### src/rtl/pixclk_pkg.sv
`timescale 1ns/1ps
package pixclk_pkg;
  localparam int CODE_W = 4;
  localparam int SEL_W  = 2;
  localparam int MOD_W  = 5;
  localparam int SCL_W  = 3;

  typedef enum logic [SEL_W-1:0] {
    SCL_DIV1 = 2'b00,
    SCL_DIV2 = 2'b01,
    SCL_DIV4 = 2'b10,
    SCL_AUX  = 2'b11
  } scale_sel_e;

  // Modulus decode for the divider code
  function automatic logic [MOD_W-1:0] modulus_of(input logic [CODE_W-1:0] code);
    logic [MOD_W-1:0] k;
    case (code)
      4'd0:    k = MOD_W'(3);
      4'd1:    k = MOD_W'(4);
      4'd2:    k = MOD_W'(4);
      4'd3:    k = MOD_W'(5);
      4'd4:    k = MOD_W'(6);
      4'd5:    k = MOD_W'(8);
      4'd6:    k = MOD_W'(8);
      4'd7:    k = MOD_W'(10);
      4'd8:    k = MOD_W'(12);
      4'd9:    k = MOD_W'(16);
      4'd10:   k = MOD_W'(16);
      default: k = MOD_W'(20);
    endcase
    return k;
  endfunction
endpackage

### src/rtl/pixclk_en_sync.sv
`timescale 1ns/1ps
module pixclk_en_sync #(
  parameter int STAGES = 2
) (
  input  logic clk,
  input  logic rst,
  input  logic pin_i,
  input  logic pol_i,
  output logic level_o,
  output logic rise_o
);
  logic [STAGES-1:0] sh_q;
  logic              prev_q;
  logic              act;

  // polarity applied before synchronization
  assign act = pol_i ? pin_i : ~pin_i;

  always_ff @(posedge clk) begin
    if (rst) begin
      sh_q   <= '0;
      prev_q <= 1'b0;
    end else begin
      sh_q   <= (sh_q << 1) | STAGES'(act);
      prev_q <= sh_q[STAGES-1];
    end
  end

  assign level_o = sh_q[STAGES-1];
  assign rise_o  = level_o & ~prev_q;


  rise_single_chk: assert property (@(posedge clk) disable iff (rst)
    rise_o |=> !rise_o);
endmodule

### src/rtl/pixclk_post_scaler.sv
`timescale 1ns/1ps
module pixclk_post_scaler
  import pixclk_pkg::*;
(
  input  logic             clk,
  input  logic             rst,
  input  logic [SEL_W-1:0] sel_i,
  output logic [SCL_W-1:0] scale_o,
  output logic             tick_o
);
  localparam int PH_W = SCL_W - 1;

  logic [PH_W-1:0] ph_q;

  always_comb begin
    case (scale_sel_e'(sel_i))
      SCL_DIV2: scale_o = SCL_W'(2);
      SCL_DIV4: scale_o = SCL_W'(4);
      default:  scale_o = SCL_W'(1);
    endcase
  end

  // last step of the post-scaler phase; >= tolerates a ratio change
  assign tick_o = ({1'b0, ph_q} >= (scale_o - 1'b1));

  // free-running, never touched by the enable
  always_ff @(posedge clk) begin
    if (rst)         ph_q <= '0;
    else if (tick_o) ph_q <= '0;
    else             ph_q <= ph_q + 1'b1;
  end


  div2_alt_chk: assert property (@(posedge clk) disable iff (rst)
    (sel_i == SCL_DIV2 && $stable(sel_i) && tick_o) |-> !$past(tick_o));
endmodule

### src/rtl/pixclk_phase_div.sv
`timescale 1ns/1ps
module pixclk_phase_div #(
  parameter int CNT_W = 7
) (
  input  logic             clk,
  input  logic             rst,
  input  logic             tick_i,
  input  logic             rise_i,
  input  logic             level_i,
  input  logic             off_i,
  input  logic [CNT_W-1:0] period_i,
  output logic             clk_o
);
  logic             run_q;
  logic             pend_q;
  logic             hi_p_q;
  logic             hi_n_q;
  logic [CNT_W-1:0] cnt_q;
  logic [CNT_W-1:0] cnt_inc;
  logic             wrap;
  logic             go;
  logic             hi_next;

  assign cnt_inc = cnt_q + 1'b1;
  assign wrap    = (cnt_q >= (period_i - 1'b1));
  assign go      = !off_i && (pend_q || rise_i) && tick_i;
  // high on the rising phase while the whole next cycle lies in the first half
  assign hi_next = ({cnt_inc, 1'b1} < {1'b0, period_i});

  always_ff @(posedge clk) begin
    if (rst) begin
      run_q  <= 1'b0;
      pend_q <= 1'b0;
      cnt_q  <= '0;
      hi_p_q <= 1'b1;
    end else if (off_i) begin
      run_q  <= 1'b0;
      pend_q <= 1'b0;
      cnt_q  <= '0;
      hi_p_q <= 1'b1;
    end else if (go) begin
      run_q  <= 1'b1;
      pend_q <= 1'b0;
      cnt_q  <= '0;
      hi_p_q <= 1'b1;
    end else begin
      if (rise_i) pend_q <= 1'b1;
      if (!run_q) begin
        hi_p_q <= 1'b1;
      end else if (wrap) begin
        cnt_q  <= '0;
        hi_p_q <= 1'b1;
        run_q  <= level_i;
      end else begin
        cnt_q  <= cnt_inc;
        hi_p_q <= hi_next;
      end
    end
  end

  // half-cycle extension for odd periods
  always_ff @(negedge clk) begin
    if (rst) hi_n_q <= 1'b0;
    else     hi_n_q <= hi_p_q & period_i[0];
  end

  assign clk_o = hi_p_q | hi_n_q;


  cnt_range_chk: assert property (@(posedge clk) disable iff (rst)
    (run_q && $stable(period_i)) |-> (cnt_q < period_i));


  off_hold_chk: assert property (@(posedge clk) disable iff (rst)
    off_i |=> (!run_q && clk_o));


  park_chk: assert property (@(posedge clk) disable iff (rst)
    (run_q && wrap && !level_i && !go && !off_i) |=> (!run_q && clk_o));


  start_chk: assert property (@(posedge clk) disable iff (rst)
    go |=> (run_q && cnt_q == '0 && clk_o));
endmodule

### src/rtl/pixclk_gated_div.sv
`timescale 1ns/1ps
module pixclk_gated_div
  import pixclk_pkg::*;
#(
  parameter int SYNC_STAGES = 2,
  parameter int MAX_MOD     = 20,
  parameter int MAX_SCALE   = 4
) (
  input  logic              clk,
  input  logic              rst,
  input  logic              en_pin_i,
  input  logic              en_pol_i,
  input  logic [CODE_W-1:0] div_code_i,
  input  logic              div_off_i,
  input  logic [SEL_W-1:0]  scale_sel_i,
  input  logic              aux_level_i,
  output logic              pclk_o
);
  localparam int CNT_W = $clog2(MAX_MOD * MAX_SCALE + 1);

  logic             level;
  logic             rise;
  logic             tick;
  logic [SCL_W-1:0] scale;
  logic [CNT_W-1:0] period;
  logic             div_clk;
  logic             tst_q;
  logic             aux_q;

  pixclk_en_sync #(.STAGES(SYNC_STAGES)) u_sync (
    .clk     (clk),
    .rst     (rst),
    .pin_i   (en_pin_i),
    .pol_i   (en_pol_i),
    .level_o (level),
    .rise_o  (rise)
  );

  pixclk_post_scaler u_scale (
    .clk     (clk),
    .rst     (rst),
    .sel_i   (scale_sel_i),
    .scale_o (scale),
    .tick_o  (tick)
  );

  assign period = CNT_W'(modulus_of(div_code_i)) * CNT_W'(scale);

  pixclk_phase_div #(.CNT_W(CNT_W)) u_div (
    .clk      (clk),
    .rst      (rst),
    .tick_i   (tick),
    .rise_i   (rise),
    .level_i  (level),
    .off_i    (div_off_i),
    .period_i (period),
    .clk_o    (div_clk)
  );

  // test selection and level registered
  always_ff @(posedge clk) begin
    if (rst) begin
      tst_q <= 1'b0;
      aux_q <= 1'b0;
    end else begin
      tst_q <= (scale_sel_i == SCL_AUX);
      aux_q <= aux_level_i;
    end
  end

  assign pclk_o = tst_q ? aux_q : div_clk;


  aux_hold_chk: assert property (@(posedge clk) disable iff (rst)
    (scale_sel_i == SCL_AUX && $stable(scale_sel_i) && $stable(aux_level_i))
      |=> $stable(pclk_o));
endmodule

### config.mk
export PLATFORM = sky130hd
export DESIGN_NAME = pixclk_gated_div
export DESIGN_NICKNAME = d
export VERILOG_FILES = /design/src/rtl/pixclk_pkg.sv /design/src/rtl/pixclk_en_sync.sv /design/src/rtl/pixclk_post_scaler.sv /design/src/rtl/pixclk_phase_div.sv /design/src/rtl/pixclk_gated_div.sv
export SDC_FILE = /design/constraint.sdc
export NUM_CORES = 1
export LEC_CHECK = 0
export CORE_MARGIN = 4
export CORE_UTILIZATION = 50
export DETAILED_ROUTE_END_ITERATION = 16
export DONT_BUFFER_PORTS = 1
export PLACE_DENSITY = 0.68
export SLEW_MARGIN = 5
export SYNTH_ARGS = -nofsm -noshare
export SYNTH_HDL_FRONTEND = slang
export SYNTH_SLANG_ARGS = --single-unit
export TNS_END_PERCENT = 5
### constraint.sdc
create_clock -name clk -period 9.3 [get_ports clk]
set_input_delay 0.465 -clock clk [delete_from_list [all_inputs] [get_ports clk]]
set_output_delay 0.465 -clock clk [all_outputs]
set_load 0.1 [all_outputs]
; After elaboration in Yosys (flattened, before gate mapping)
; Memory sizes are Yosys's and may differ from the RTL's.
; Cells that the tools add are included.
[word_totals]
inputBits = 12
reg_bits = 18
n_memories = 1
output_inout_bits = 1
mem_bits_ro = 80
[op_classes]
n_reduce_logical = 8
mul = 1
addsub = 4
order_cmp = 3
n_eq_ne = 3
mux = 7
bitwise = 7
[mem_list]
columns = memory, words, width, rd, rd_clocked_by_memory_dff, write_ports, line
row1 = (name not given), 16, 5, 1, 0, 0, pixclk_pkg.sv:18  ; case (code)
[ops]
columns = operator, n
row1 = < comparator 8 x 7 -> 1 bit, 1
row2 = "adder 7 x 1 -> 7 bit, second input constant", 1
row3 = greater-or-equal comparator 7 bit, 1
row4 = multiplier 5 x 3 -> 7 bit, 1
row5 = two-way mux 7 bit, 1
row6 = "subtractor 7 x 1 -> 7 bit, second input constant", 1
row7 = case mux 3 bit (2 select lines), 1
row8 = two-way mux 1 bit, 5
row9 = OR reduction 5 bit, 1
row10 = "equality test 2 bit, second input constant", 2
row11 = OR reduction 2 bit, 2
row12 = greater-or-equal comparator 2 x 3 -> 1 bit, 1
row13 = inverter 1 bit, 3
row14 = OR reduction 3 bit, 1
row15 = "subtractor 3 x 1 -> 3 bit, second input constant", 1
row16 = "adder 2 x 1 -> 2 bit, second input constant", 1
row17 = bitwise AND 1 bit, 2
row18 = "equality test 2 x 1 -> 1 bit, second input constant", 1
row19 = logical AND 1 bit, 2
row20 = bitwise OR 2 x 1 -> 2 bit, 1
row21 = logical NOT 1 bit, 1
row22 = logical OR 1 bit, 1
row23 = bitwise OR 1 bit, 1

; Logic depth before layout (Yosys ltp)
; Gate-level depths: netlist of the first run.
[depth]
depth_word = 8
depth_mapped = 20

; Hierarchy
; A second synthesis of the first run with hierarchy kept.
[hier_totals]
cells_unflattened = 191
area_unflattened_um2 = 1659.1
[modules_own_cells]
columns = mod, cells_each, n_inst, seq_area_each_um2, area_each_um2
row1 = pixclk_phase_div, 101, 1, 220.2, 872.1
row2 = pixclk_gated_div, 63, 1, 40.0, 523.0
row3 = pixclk_post_scaler, 19, 1, 40.0, 172.7
row4 = pixclk_en_sync, 8, 1, 60.1, 91.3

==> results_dict.tcl, run 1 <==
set metrics [dict create \
    cts_root_buf "clkbuf_4" \
    yosysTopAreaCell "dfxtp_1" \
    numPortBuffers 0 \
    clockBufferDepth 2 \
    final_cell_mix "ha_1 (28), inv_1 (18), dfxtp_1 (18)" \
    synthTopCellsByArea "dfxtp_1 (23%), ha_1 (22%), fa_1 (5.0%)" \
    final_common_cell "ha_1" \
    final_util 0.547 \
    r2r_setup_slack_ps 4120 \
    leakagePower_nw 0.772 \
    hold_class "in -> reg" \
    yosys.area.top_type_share 0.226 \
    cts_resized 0 \
    post_drt_wl_per_cell_um 11.7 \
    cap_violations 0 \
    cts_tree "yes" \
    whs_path_depth 1 \
    clkPwrFrac 0.255 \
    clk_latency_ps 330 \
    hold_ws_ps 225 \
    rr_startpoint "u_div.hi_p_q" \
    synth_area_per_cell_um2 8.33 \
    drive_gt1_frac 0.0415 \
    seqCellArea_um2 360 \
    finalNonFillerCells 237 \
    die-height_um 64.4 \
    fin_skew_ps 54.7 \
    synth_cell_types 31 \
    setup_tns_ps 0 \
    multiInputGateArea_um2 1150 \
    die_area_um2 4150 \
    p_int_uw 130 \
    worstHoldEndpoint "u_sync.prev_q" \
    final_nets 238 \
    start_util 0.521 \
    die_x_um 64.4 \
    worstSetupPathType "reg -> out" \
    end_kind "output port" \
    grt_antenna_before_repair 0 \
    irDropWorstVdd_mv 0.120 \
    n_antenna_cell 0 \
    overflow 0 \
    r2r_cells 1 \
    hold_violations 0 \
    yosysWarnings 0 \
    drtPass1Iterations 4 \
    clk_pin_slew_ps 110 \
    cts_made_buffers 3 \
    place_area_um2 1630 \
    io_pins 13 \
    areaGrowthSynthToFinish_pct 4.95 \
    hpwl_um 2370 \
    hold_buffers 0 \
    drc 0 \
    drt_wl_total_um 2770 \
    worst_r2r_endpoint "u_div.hi_n_q" \
    worstHoldStart "rst" \
    rsz0062_at_grt "no" \
    rows 20 \
    postCtsSetupBuffers 0 \
    p_per_area_nw_per_um2 113 \
    power_frac_comb 0.313 \
    coreArea_um2 3050 \
    synth.cell_area_um2 1590 \
    switching_share 0.309 \
    relSlewSlack 0.278 \
    grt_pass1_vias 1170 \
    drt-vias-per-instance 5.26 \
    h-tree-depth 1 \
    crit_required_ps 8840 \
    setup_violations 0 \
    grt_pass1_wl_um 4880 \
    ant_nets 0 \
    nFillCells 298 \
    place_congestion 0.848 \
    worstMarginPinSlew_ps 1080 \
    drv_slew 0 \
    p_sw_uw 58.3 \
    worstSetupStartpointType "flop" \
    syn-num-nets 235 \
    vias 1246 \
    cp_data_arrival_time_ps 6150 \
    critPathMaxFanout 1 \
    status "completed" \
    dpl.cell_count 233 \
    synth_cells 191 \
    drt_iter0_markers 43 \
    yosys_register_bits 18 \
    yosysSeqAreaShare 0.226 \
    pwr-share-seq 0.432 \
    post-route-cell-area_um2 1670 \
    cts_sinks 18 \
    grt_usage 0.142 \
    grt_max_degree 17 \
]
-- power groups by stage --
| stage | combinational, mW | sequential, mW | clock (mW) |
|---|---|---|---|
| floorplan | 0.0498 | 0.0826 | 0.00135 |
| global placement | 0.0566 | 0.0832 | 0.00135 |
| detailed placement | 0.0594 | 0.0833 | 0.00135 |
| CTS | 0.0596 | 0.0816 | 0.0498 |
| global route | 0.0679 | 0.0819 | 0.0541 |
| finish | 0.0590 | 0.0816 | 0.0481 |
-- cells by family after synthesis --
family / share of synthesized area
muxes: 0.0126
adders and majority gates: 0.270
xor gates and xnor gates: 0.0928
AOI/OAI and AO/OA: 0.119
and+or+nand+nor: 0.226
buffers and inverters: 0.0527
DFF: 0.226
-- flip-flops by register name (all words and copies together), names as in the netlist --
register / flops
u_div.hi_n_q: 1
u_div.hi_p_q: 1
u_div.cnt_q: 7
u_sync.prev_q: 1
aux_q: 1
u_div.pend_q: 1
u_scale.ph_q: 2
u_sync.sh_q: 2
u_div.run_q: 1
tst_q: 1
-- Yosys cell counts, drive strengths merged --
cell type,number
nor3b,1
inv,18
xnor2,9
a21boi,1
and3,4
o22ai,2
xor2,7
a2111o,1
clkbuf,1
mux2i,2
fa,4
a31oi,1
dfxtp,18
a21oi,16
dlymetal6s4s,1
nand3,11
o22a,1
a21o,2
nor2b,6
ha,28
nand2,17
nor2,10
nand2b,11
nor3,5
a211oi,2
and2,6
o21ai,6
-- final cells by class --
class | count | share of cell area
flip-flops and latches | 18 | 0.216
clock buffers | 4 | 0.0217
multi-input cells | 153 | 0.689
inverters | 17 | 0.0382
well taps | 44 | 0.0330
clock inverters | 1 | 0.00225
-- worst max path at each step --
stage,start,end,slack [ps],cells after the start
2_1_floorplan,u_div.hi_n_q,pclk_o,1760,2
3_3_place_gp,u_div.hi_n_q,pclk_o,3020,2
3_5_place_dp,div_code_i[0],u_div.hi_n_q,2950,5
4_1_cts,u_div.hi_n_q,pclk_o,2670,2
5_1_grt,u_div.hi_n_q,pclk_o,2620,2
6_report,u_div.hi_n_q,pclk_o,2680,2
-- critical path: stages, from the launching register on --
cell and delay, ps:
dfxtp_1 300, nor2_1 50, o21ai_2 820
-- metal layers --
metal / wire length [um] / GRT usage / vias to the layer above
li1: - / - / 650
met4: 0 / 0.0132 / 0
met2: 1380 / 0.251 / 26
met3: 117 / 0.0347 / 0
met5: 0 / 0 / -
met1: 1270 / 0.182 / 570
-- stage by stage --
| stage | power (mW) | setup WS, ps |
|---|---|---|
| floorplan | 0.134 | 1760 |
| global placement | 0.141 | 3020 |
| detailed placement | 0.144 | 2950 |
| CTS | 0.191 | 2670 |
| global route | 0.204 | 2620 |
| finish | 0.189 | 2680 |
Power figures use the tool's default switching activity.
==> run 2, diff against run 1 <==
--- a/config.mk
+++ b/config.mk
@@ -5,11 +5,12 @@
 export SDC_FILE = /design/constraint.sdc
 export NUM_CORES = 1
 export LEC_CHECK = 0
+export ABC_AREA = 1
 export CORE_MARGIN = 4
 export CORE_UTILIZATION = 50
 export DETAILED_ROUTE_END_ITERATION = 16
 export DONT_BUFFER_PORTS = 1
-export PLACE_DENSITY = 0.68
+export PLACE_DENSITY = 0.71
 export SLEW_MARGIN = 5
 export SYNTH_ARGS = -nofsm -noshare
 export SYNTH_HDL_FRONTEND = slang
==> constraint.sdc (replaced) <==
create_clock -name clk -period 6 [get_ports clk]
set_input_delay 0.3 -clock clk [delete_from_list [all_inputs] [get_ports clk]]
set_output_delay 0.3 -clock clk [all_outputs]
set_load 0.1 [all_outputs]
==> run 2 against run 1 <==
Against the previous run:
- final cell count increased by 27%
- non-clock buffer count unchanged
- clock-buffer cell count unchanged
- clock power increased by 58%
- area after synthesis increased by 9.5%
- largest cell class unchanged
- critical path depth unchanged
- setup slack got worse by 1500 ps
- utilization about the same
- highest routed layer is now met4
- combinational power increased by 85%
- cell area increased by 10%
- power increased by 65%
- largest power group unchanged
==> results_dict.tcl, run 2 <==
set metrics [dict create \
    status "completed" \
    cts_sinks 18 \
    die_area_um2 4490 \
    clk_pin_slew_ps 100 \
    seqCellArea_um2 360 \
    grt_usage 0.156 \
    drc 0 \
    drv_slew 0 \
    relSlewSlack 0.277 \
    synth_area_per_cell_um2 6.94 \
    worstMarginPinSlew_ps 1080 \
    cp_data_arrival_time_ps 4520 \
    worstSetupPathType "reg -> out" \
    yosysSeqAreaShare 0.207 \
    setup_violations 0 \
    drt-vias-per-instance 4.99 \
    synth.cell_area_um2 1740 \
    fin_skew_ps 57.2 \
    rows 21 \
    coreArea_um2 3360 \
    clk_latency_ps 350 \
    grt_antenna_before_repair 0 \
    ant_nets 0 \
    final_cell_mix "nand2_1 (57), inv_1 (38), nor2_1 (30)" \
    end_kind "output port" \
    hold_violations 0 \
    setup_tns_ps 0 \
    final_common_cell "nand2_1" \
    p_per_area_nw_per_um2 169 \
    critical_path.top_delay_family "compound AO/OA/AOI/OAI gates" \
    yosysTopAreaCell "dfxtp_1" \
    cts_tree "yes" \
    worstSetupStartpointType "flop" \
    largestRegisters "u_div.cnt_q: 7 flops, u_scale.ph_q: 2 flops, u_sync.sh_q: 2 flops" \
    postCtsSetupBuffers 0 \
    post-synth-top-count-cell "nand2_1" \
    largest_reg_flops 7 \
    cts_root_buf "clkbuf_4" \
    hold_buffers 0 \
    critPathBufInv 0 \
    yosys_register_bits 18 \
    grt_pass1_wl_um 5470 \
    yosys.area.top_type_share 0.207 \
    multiInputGateArea_um2 1220 \
    synth_cell_types 27 \
    syn-num-nets 295 \
    drt_wl_total_um 3140 \
    grt_max_degree 11 \
    yosysWarnings 0 \
    synth_top_cells_by_count "nand2_1 (57), inv_1 (38), nor2_1 (30)" \
    die-height_um 67.0 \
    drt_iter0_markers 45 \
    dr_wl_met3_um 151 \
    synthTopCellsByArea "dfxtp_1 (21%), ha_1 (20%), nand2_1 (12%)" \
    nFillCells 364 \
    hpwl_um 2670 \
    irDropWorstVdd_mv 0.173 \
    hold_class "in -> reg" \
    top_layer "met4" \
    drt-met1-wl_um 1500 \
    vias 1502 \
    yosys_most_used_dff "dfxtp_1" \
    post_drt_wl_per_cell_um 10.4 \
    h-tree-depth 1 \
    crit_required_ps 5700 \
    cap_violations 0 \
    rsz0062_at_grt "no" \
    io_pins 13 \
    n_antenna_cell 0 \
    critical_path.max_stage_delay_ps 820 \
    numPortBuffers 0 \
    synthArstFlopShare 0 \
    die_x_um 67.0 \
    crit_chain "nor2_1, o21ai_2" \
    cts_resized 0 \
    critPathSlowestCell "o21ai_2" \
    final_nets 300 \
    wl_met2_um 1470 \
    synth_cells 251 \
    drive_gt1_frac 0.0784 \
    drtPass1Iterations 4 \
    synth_edf_count 0 \
    clockBufferDepth 2 \
    areaGrowthSynthToFinish_pct 5.60 \
    grt_pass1_vias 1398 \
    r2r_setup_slack_ps 2490 \
    cts_made_buffers 3 \
    start_util 0.518 \
    overflow 0 \
    place_congestion 0.882 \
    power_uw 311 \
    critPathMaxFanout 1 \
    regMostFlops "u_div.cnt_q" \
    leakagePower_nw 0.974 \
]
==> run 2: changes by cell type after synthesis, sizes merged, moves of 3 or more <==
cell,previous run,this run
and2,6,0
nor3,5,1
nand4,0,5
a21oi,16,13
nand2,17,59
inv,18,42
nor2b,6,0
and3,4,0
nand3,11,22
nand2b,11,0
nor2,10,33
nand3b,0,3
==> run 2: cells by family (layout without fill, tap and decap cells) <==
kind of cell | Yosys count | after routing | synth area share
AOI/OAI and AO/OA | 21 | 21 | 0.0668
xor gates and xnor gates | 12 | 12 | 0.0689
adders and majority gates | 32 | 32 | 0.247
buffers and inverters | 43 | 47 | 0.0926
DFF | 18 | 18 | 0.207
and+or+nand+nor | 125 | 125 | 0.318
==> run 2: stage by stage <==
step | hold WS [ps] | area, um2 | worst slack [ps] | instances | util
after floorplan | 371 | 1740 | 275 | 251 | -
after global placement | 372 | 1800 | 1540 | 297 | 0.536
after detailed placement | 376 | 1800 | 1530 | 297 | 0.536
after CTS | 58.0 | 1840 | 1160 | 301 | 0.547
after global routing | 43.4 | 1840 | 1120 | 301 | 0.547
final | 66.4 | 1840 | 1180 | 301 | 0.547
==> run 2: layout make-up <==
class / instances / area share
sequential: 18 / 0.196
clock buffer: 4 / 0.0197
multi-input combinational: 190 / 0.666
inverter: 42 / 0.0857
clock inverter: 1 / 0.00204
tap: 46 / 0.0313
==> run 2: power breakdown <==
group	internal [mW]	total, mW	leakage, nW	switching [mW]
Clock	0.0378	0.0762	0.0263	0.0384
Sequential	0.124	0.126	0.146	0.00234
Combinational	0.0432	0.109	0.801	0.0656
Total	0.205	0.311	0.974	0.106
==> run 2: path summary, 6_finish.rpt <==
kind | cells past startpoint | from | to
worst max-delay path | 2 | u_div.hi_n_q | pclk_o
worst max register to register | 2 | u_div.hi_p_q | u_div.hi_n_q
worst min-delay path | 1 | rst | tst_q
worst min register to register | 2 | u_sync.sh_q[0] | u_sync.sh_q[1]
==> run 2: routing by layer <==
layer  GRT usage  vias to the layer above
li1            -                      804
met1       0.191                      666
met2       0.277                       30
met3      0.0388                        2
met4      0.0228                        0
met5           0                        -
==> run 3, diff against run 2 <==
==> constraint.sdc (replaced) <==
create_clock -name clk -period 4.3 [get_ports clk]
set_input_delay 0.215 -clock clk [delete_from_list [all_inputs] [get_ports clk]]
set_output_delay 0.215 -clock clk [all_outputs]
set_load 0.1 [all_outputs]
==> run 3 against run 2 <==
Against the previous run:
- critical path depth up 17
- clock skew down 9.7 ps
- non-clock buffer count up 2
- register-to-register slack worse by 890 ps
- combinational power up 41%
- sequential share of layout area down 0.18 points
- clock power up 38%
- worst hold slack worse by 49 ps
- final cell count up 0.66%
- largest power group unchanged
==> results_dict.tcl, run 3 (synthesized netlist as in run 2, its figures left out) <==
set metrics [dict create \
    areaGrowthSynthToFinish_pct 6.60 \
    irDropWorstVdd_mv 0.218 \
    dpl.cell_count 298 \
    post-route-cell-area_um2 1860 \
    cts_tree "yes" \
    leakagePower_nw 0.983 \
    io_pins 13 \
    final_cell_mix "nand2_1 (57), inv_1 (38), nor2_1 (30)" \
    numPortBuffers 0 \
    drtPass1Iterations 4 \
    r2r_cells 2 \
    die_area_um2 4490 \
    grt_pass1_wl_um 5690 \
    start_util 0.518 \
    fin_skew_ps 47.5 \
    hpwl_um 2700 \
    r2r_setup_slack_ps 1600 \
    regMostFlops "u_div.cnt_q" \
    worstHoldStart "aux_level_i" \
    clk_pin_slew_ps 100 \
    coreArea_um2 3360 \
    drt_iter0_markers 74 \
    period_share 0.873 \
    ant_nets 0 \
    largestRegisters "u_div.cnt_q: 7 flops, u_scale.ph_q: 2 flops, u_sync.sh_q: 2 flops" \
    grt_max_degree 11 \
    drc 0 \
    die-height_um 67.0 \
    postCtsSetupBuffers 0 \
    worst_r2r_endpoint "u_div.hi_n_q" \
    largest_reg_flops 7 \
    final_nets 302 \
    die_x_um 67.0 \
    finalNonFillerCells 303 \
    place_area_um2 1810 \
    place_congestion 0.872 \
    p_per_area_nw_per_um2 234 \
    drt-vias-per-instance 4.96 \
    drv_slew 0 \
    end_kind "flop" \
    hold_violations 0 \
    setup_violations 0 \
    cp_data_arrival_time_ps 3950 \
    relSlewSlack 0.787 \
    n_antenna_cell 0 \
    crit_required_ps 4500 \
    post_drt_wl_per_cell_um 10.5 \
    status "completed" \
    rsz0062_at_grt "no" \
    fin_crit_ps 3760 \
    setup_tns_ps 0 \
    rr_startpoint "u_div.hi_p_q" \
    final_common_cell "nand2_1" \
    h-tree-depth 1 \
    worstHoldEndpoint "aux_q" \
    clk_latency_ps 340 \
    whs_path_depth 2 \
    clockBufferDepth 2 \
    fmax_mhz 266 \
    vias 1502 \
    dp_slack_ps 301 \
    drive_gt1_frac 0.0817 \
    power_uw 434 \
    grt_antenna_before_repair 0 \
    critPathMaxFanout 4 \
    overflow 0 \
    cts_made_buffers 3 \
    drt_wl_total_um 3190 \
    cts_sinks 18 \
    grt_usage 0.162 \
    rows 21 \
    cts_root_buf "clkbuf_4" \
    worst_slack_ps 545 \
    worstSetupStartpointType "input pin" \
    cap_violations 0 \
    worstMarginPinSlew_ps 319 \
    worstSetupPathType "in -> reg" \
    hold_class "in -> reg" \
    grt_pass1_vias 1396 \
]
run 3: critical path, cell delays in order:
cell and delay, ps:
inv_1 30, ha_1 340, nor3_1 270, nand2_1 130, fa_1 540, inv_1 40
ha_1 210, fa_1 430, xnor2_2 270, nand3_1 100, a21oi_1 160, nand3b_1 130
nand2_1 60, ha_1 300, a21o_1 190, nor2_2 180, nand4_1 170, nor2_1 120
nand2_1 60
run 3: worst max path at each step:
stage / startpoint / to / cells after the start
finish: div_code_i[0] / u_div.hi_p_q / 19
global route: div_code_i[0] / u_div.hi_p_q / 19
CTS: div_code_i[0] / u_div.hi_p_q / 19
detailed placement: div_code_i[0] / u_div.hi_p_q / 19
global placement: div_code_i[0] / u_div.hi_p_q / 19
floorplan: u_div.hi_n_q / pclk_o / 2
run 3: cell type report:
cell class / instances / area [um2]
timing repair buffer: 2 / 17.5
fill: 357 / 1510
multi-input combinational: 190 / 1220
clock buffer: 4 / 36.3
clock inverter: 1 / 3.75
tap: 46 / 57.6
sequential: 18 / 360
inverter: 42 / 158
run 3: per-layer routing:
metal  GRT usage  vias up  wire [um]
met5           0        -          0
met4      0.0228        0         17
met3      0.0405        4        147
met2       0.281       34       1500
met1       0.204      654       1520
li1            -      810          -
run 3: metrics by stage:
stage | util | hold slack, ps
final | 0.552 | 17.4
after global routing | 0.552 | 24.5
after CTS | 0.552 | 8.06
after detailed placement | 0.539 | 289
after global placement | 0.539 | 288
after floorplan | - | 286
run 3: repair_timing:
item	CTS	global route
gates resized for setup	0	0
endpoints found under the hold margin	5	0
hold buffers	1	0
run 3: report_power, final:
| group | switching (mW) | internal [mW] |
|---|---|---|
| clock | 0.0519 | 0.0528 |
| combinational | 0.0920 | 0.0616 |
| sequential | 0.00347 | 0.172 |
